**src/rtl/ddr_pixel_capture.sv**
```systemverilog
module ddr_pixel_capture #(
  parameter int HALF_W = 12
) (
  input  logic                clk_i,
  input  logic                pd_n_i,
  input  logic                edge_sel_i,
  input  logic                edge_ovr_en_i,
  input  logic                edge_ovr_val_i,
  input  logic [HALF_W-1:0]   din_i,
  input  logic                de_i,
  input  logic                hs_i,
  input  logic                vs_i,
  output logic [2*HALF_W-1:0] pix_o,
  output logic                de_o,
  output logic                hs_o,
  output logic                vs_o,
  output logic                vld_o
);

  localparam int PIX_W = 2 * HALF_W;
  localparam logic [1:0] WARM_MAX = 2'd2;

  logic              sel_eff;
  logic [HALF_W-1:0] r_d, f_d, fp_d;
  logic              r_de, r_hs, r_vs;
  logic              f_de, f_hs, f_vs;
  logic              fp_hs, fp_vs;
  logic              sel_q, chg_q;
  logic [1:0]        warm;

  assign sel_eff = edge_ovr_en_i ? edge_ovr_val_i : edge_sel_i;

  always_ff @(negedge clk_i or negedge pd_n_i) begin
    if (!pd_n_i) begin
      f_d  <= '0;
      f_de <= 1'b0;
      f_hs <= 1'b0;
      f_vs <= 1'b0;
    end else begin
      f_d  <= din_i;
      f_de <= de_i;
      f_hs <= hs_i;
      f_vs <= vs_i;
    end
  end

  always_ff @(posedge clk_i or negedge pd_n_i) begin
    if (!pd_n_i) begin
      r_d   <= '0;
      r_de  <= 1'b0;
      r_hs  <= 1'b0;
      r_vs  <= 1'b0;
      fp_d  <= '0;
      fp_hs <= 1'b0;
      fp_vs <= 1'b0;
      sel_q <= 1'b0;
      chg_q <= 1'b0;
      warm  <= '0;
      pix_o <= '0;
      de_o  <= 1'b0;
      hs_o  <= 1'b0;
      vs_o  <= 1'b0;
      vld_o <= 1'b0;
    end else begin
      r_d   <= din_i;
      r_de  <= de_i;
      r_hs  <= hs_i;
      r_vs  <= vs_i;
      fp_d  <= f_d;
      fp_hs <= f_hs;
      fp_vs <= f_vs;
      sel_q <= sel_eff;
      chg_q <= sel_eff != sel_q;
      warm  <= (warm == WARM_MAX) ? warm : warm + 2'd1;
      if (sel_q) begin
        pix_o <= PIX_W'({r_d, fp_d});
        de_o  <= r_de;
        hs_o  <= fp_hs;
        vs_o  <= fp_vs;
      end else begin
        pix_o <= PIX_W'({f_d, r_d});
        de_o  <= f_de;
        hs_o  <= r_hs;
        vs_o  <= r_vs;
      end
      vld_o <= !chg_q && (sel_q ? (warm == WARM_MAX) : (warm != 2'd0));
    end
  end

  a_r2_low_half_rising: assert property (@(posedge clk_i) disable iff (!pd_n_i)
    (!$past(sel_q) && vld_o) |-> pix_o[HALF_W-1:0] == $past(din_i, 2));

  a_r3_high_half_rising: assert property (@(posedge clk_i) disable iff (!pd_n_i)
    ($past(sel_q) && vld_o) |-> pix_o[PIX_W-1:HALF_W] == $past(din_i, 2));

  a_r4_sync_on_rising: assert property (@(posedge clk_i) disable iff (!pd_n_i)
    (!$past(sel_q) && vld_o) |-> (hs_o == $past(hs_i, 2) && vs_o == $past(vs_i, 2)));

  a_r5_de_on_rising: assert property (@(posedge clk_i) disable iff (!pd_n_i)
    ($past(sel_q) && vld_o) |-> de_o == $past(de_i, 2));

  a_r9_drop_after_change: assert property (@(posedge clk_i) disable iff (!pd_n_i)
    (sel_q != $past(sel_q)) |=> !vld_o);

endmodule

```
**config.mk**
```make
export PLATFORM = sky130hd
export DESIGN_NAME = ddr_pixel_capture
export DESIGN_NICKNAME = d
export VERILOG_FILES = /design/src/rtl/ddr_pixel_capture.sv
export SDC_FILE = /design/constraint.sdc
export NUM_CORES = 1
export LEC_CHECK = 0
export ABC_AREA = 1
export BUFFER_PORTS_ARGS = -buffer_cell sky130_fd_sc_hd__buf_2
export CAP_MARGIN = 20
export CORE_MARGIN = 4
export CORE_UTILIZATION = 25
export DETAILED_ROUTE_END_ITERATION = 8
export PLACE_DENSITY_LB_ADDON = 0.1
export SYNTH_ARGS = -nofsm -noshare
export SYNTH_HDL_FRONTEND = slang
export SYNTH_SLANG_ARGS = --single-unit
export TNS_END_PERCENT = 1
```
**constraint.sdc**
```tcl
create_clock -name clk_i -period 1.5 [get_ports clk_i]
set_clock_uncertainty 0.2 [all_clocks]
set_input_delay 0.45 -clock clk_i [delete_from_list [all_inputs] [get_ports clk_i]]
set_output_delay 0.45 -clock clk_i [all_outputs]
set_load 0.01 [all_outputs]
```
[Word level (Yosys, flattened, before mapping)]
Cells that the tools add are included.
Word-level totals
  flip-flop bits (word level): 76
  input port bits: 20
  output and inout bits: 28
  logic and storage cells: 31
Cells by class
  $add $sub $neg: 1
  equality and inequality tests: 2
  mux-type cells: 6
  reduce and logical (&&, ||, !) cells: 3
Operator list (count)
  two-way mux 24 bit: 1
  two-way mux 1 bit: 5
  adder 2 x 1 -> 2 bit (second input constant): 1
  equality test 2 bit (second input constant): 1
  nonzero test 2 bit: 1
  logical AND 1 bit: 1
  zero test 1 bit: 1
  != test 1 bit: 1

[Depth between registers and ports, before layout]
  depth in word-level cells: 3
  depth in mapped cells: 5
  gate-level depth less buffers: 4

==> results_dict.tcl <==
set metrics [dict create \
    slowest_stage "dfrtn_1" \
    crit_buf_inv 0 \
    netlist_top_cells_count "dfrtp_1, nand2_1, o21ai_0, dfrtn_1, inv_1" \
    synth.largest_area_cell "dfrtp_1" \
    crit_fanout 2 \
    port_buffers 47 \
    path_clk_slew_ps 80 \
    via_per_inst 3.88 \
    die_y_um 105 \
    synthSimpleGateAreaFrac 0.0842 \
    rows 35 \
    synthToLayoutAreaGrowth_pct 33.3 \
    worst_pin_slew_ps 619 \
    power.total_w 0.00414 \
    synth_fa_ha_area_frac 0.00533 \
    slew_headroom 0.588 \
    die_area_um2 11000 \
    cts_tree "done" \
    path_cells "nand2_1, o21ai_1" \
    setup_slack_ps -52.9 \
    pre_cts_ws_ps -175 \
    drcViolationCount 0 \
    slew_violations 0 \
    hold_viol_final 0 \
    end_kind "register" \
    clockBufferDepth 2 \
    grt_pass1_wl_um 8070 \
    grt_pass1_vias 1501 \
    finalSetupViolCount 16 \
    htree_levels 3 \
    drt_iter0_drc 30 \
    max_freq_mhz 649 \
    ys_warn_count 0 \
    initial_core_util 0.255 \
    period_share 1.04 \
    fp.dieW_um 105 \
    hold_class "in2async" \
    antenna_found_initial 0 \
    setup.worst_path.class "reg2reg" \
    fin_nets 270 \
    finalCriticalPeriod_ps 1550 \
    routedWlPerCell_um 13.4 \
    reg2reg_slack_ps -50 \
    synthXorXnorAreaFrac 0.00373 \
    totalWireLength_um 4880 \
    synth_top_area_frac 0.650 \
    core-area_um2 9200 \
    powerDensity_nw_per_um2 1320 \
    gr-total-overflow 0 \
    required_ps 1570 \
    placed_area_um2 2810 \
    utilization 0.340 \
    antenna_left 0 \
    cp.arrival_ps 1620 \
    leakage_nw 1.57 \
    grt_use_total 0.0989 \
    syn_area_um2 2350 \
    max_stage_delay_ps 400 \
    syn_inst 173 \
    synth_edf_count 0 \
    peakVddDrop_v 0.000498 \
    synth_compound_area_frac 0.0485 \
    synth_top_family_by_area "simple AND/OR/NAND/NOR gates" \
    hpwlAfterDp_um 3030 \
    async_flop_share 1.00 \
    design_area_um2 3130 \
    hold_ws_ps 2.08 \
    num_antenna_cells 0 \
    routed-via-count 1418 \
    cts_buffers 9 \
    synth_seq_area_share 0.810 \
    cp-start-kind "register" \
    yosysMostFrequentCell "dfrtp_1" \
    cts_sinks 76 \
    ys.flop_type "dfrtp_1" \
    synthTopCellsByArea "dfrtp_1, dfrtn_1, nand2_1, o21ai_0, inv_1" \
    dr.pass1.iters 4 \
    crit_family "flip-flops" \
    layout-drive-gt1-share 0.303 \
    violations "setup timing" \
    grt_setup_unrepaired "true" \
    ys_types 14 \
    maxCapViolations 0 \
    ys_ff_latch 76 \
    place.gp.congestion 0.679 \
    synth_mux_area_frac 0 \
    syn_area_per_cell_um2 13.6 \
    clock_latency_ps 340 \
    grt_max_degree 23 \
    cts_root_buf "clkbuf_8" \
    status "finished, violations left" \
    syn_nets 194 \
    io_pins 48 \
]
==> report_power, final <==
group / switching, W / total [W] / internal [W]
Sequential: 0.0000453 / 0.00223 / 0.00219
Combinational: 0.000213 / 0.000382 / 0.000169
Clock: 0.000712 / 0.00152 / 0.000813
Total: 0.000970 / 0.00414 / 0.00317
==> tightest hold or removal path, delay by kind of cell <==
family | cells | cell delay [ps]
buffers and inverters | 3 | 420
==> registers in the layout, indices dropped and copies added (netlist names), 2 cells and up <==
register,count
pix_o,24
r_d,12
fp_d,12
warm,2
f_d,12
==> area by class of cell <==
class,count,area [um^2]
flip-flops and latches,76,1900
well taps,111,139
repair buffers,71,505
fillers,930,6070
clock inverters,4,50.0
multi-input cells,76,333
inverters,15,56.3
clock buffers,12,145
==> repair_timing <==
| action | CTS | global route |
|---|---|---|
| setup endpoints to repair | 37 | 53 |
| endpoints found under the hold margin | 30 | 3 |
| setup buffers | 0 | 1 |
| pin swaps | 3 | 0 |
| gates resized for setup | 11 | 3 |
| hold buffers | 6 | 3 |
==> per-stage QoR <==
| stage | setup TNS, ps | std cells |
|---|---|---|
| after floorplan | -761 | 173 |
| after CTS | -968 | 361 |
| after detailed placement | -3020 | 339 |
| after global placement | -3090 | 339 |
| final | -521 | 365 |
| after global routing | -2050 | 365 |
==> worst paths after layout <==
kind | startpoint | cells past startpoint | to
min | pd_n_i | 3 | pix_o[23]
min in group clk_i | vs_i | 1 | r_vs
max | f_d[6] | 2 | pix_o[18]
max in group asynchronous | pd_n_i | 3 | r_de
min reg2reg | chg_q | 1 | vld_o
max reg2reg | f_d[6] | 2 | pix_o[18]
==> logic make-up (layout without fill, tap and decap cells) <==
| family | count (synthesis) | count (layout) |
|---|---|---|
| adder cells (fa/ha/maj) | 1 | 1 |
| buffers and inverters | 21 | 102 |
| AND/OR/NAND/NOR | 52 | 52 |
| AO/OA/AOI/OAI | 22 | 22 |
| XOR/XNOR | 1 | 1 |
| flip-flops | 76 | 76 |
==> layout by cell type, fill, tap and decap left out, drive strengths merged, types with 2 or more instances in the layout <==
master	netlist	layout
buf	6	62
dfrtp	61	61
nand2	50	50
o21ai	21	21
inv	15	15
dfrtn	15	15
clkbuf	0	12
dlygate4sd3	0	8
nand3	2	2
clkinvlp	0	2
==> layer usage <==
metal | share of wire | GRT usage | vias to the layer above
met3 | 0.044 | 0.0358 | 4
met5 | 0 | 0 | -
li1 | - | - | 685
met1 | 0.47 | 0.132 | 698
met4 | 0.013 | 0.0478 | 0
met2 | 0.48 | 0.142 | 31
Power figures use the tool's default switching activity.
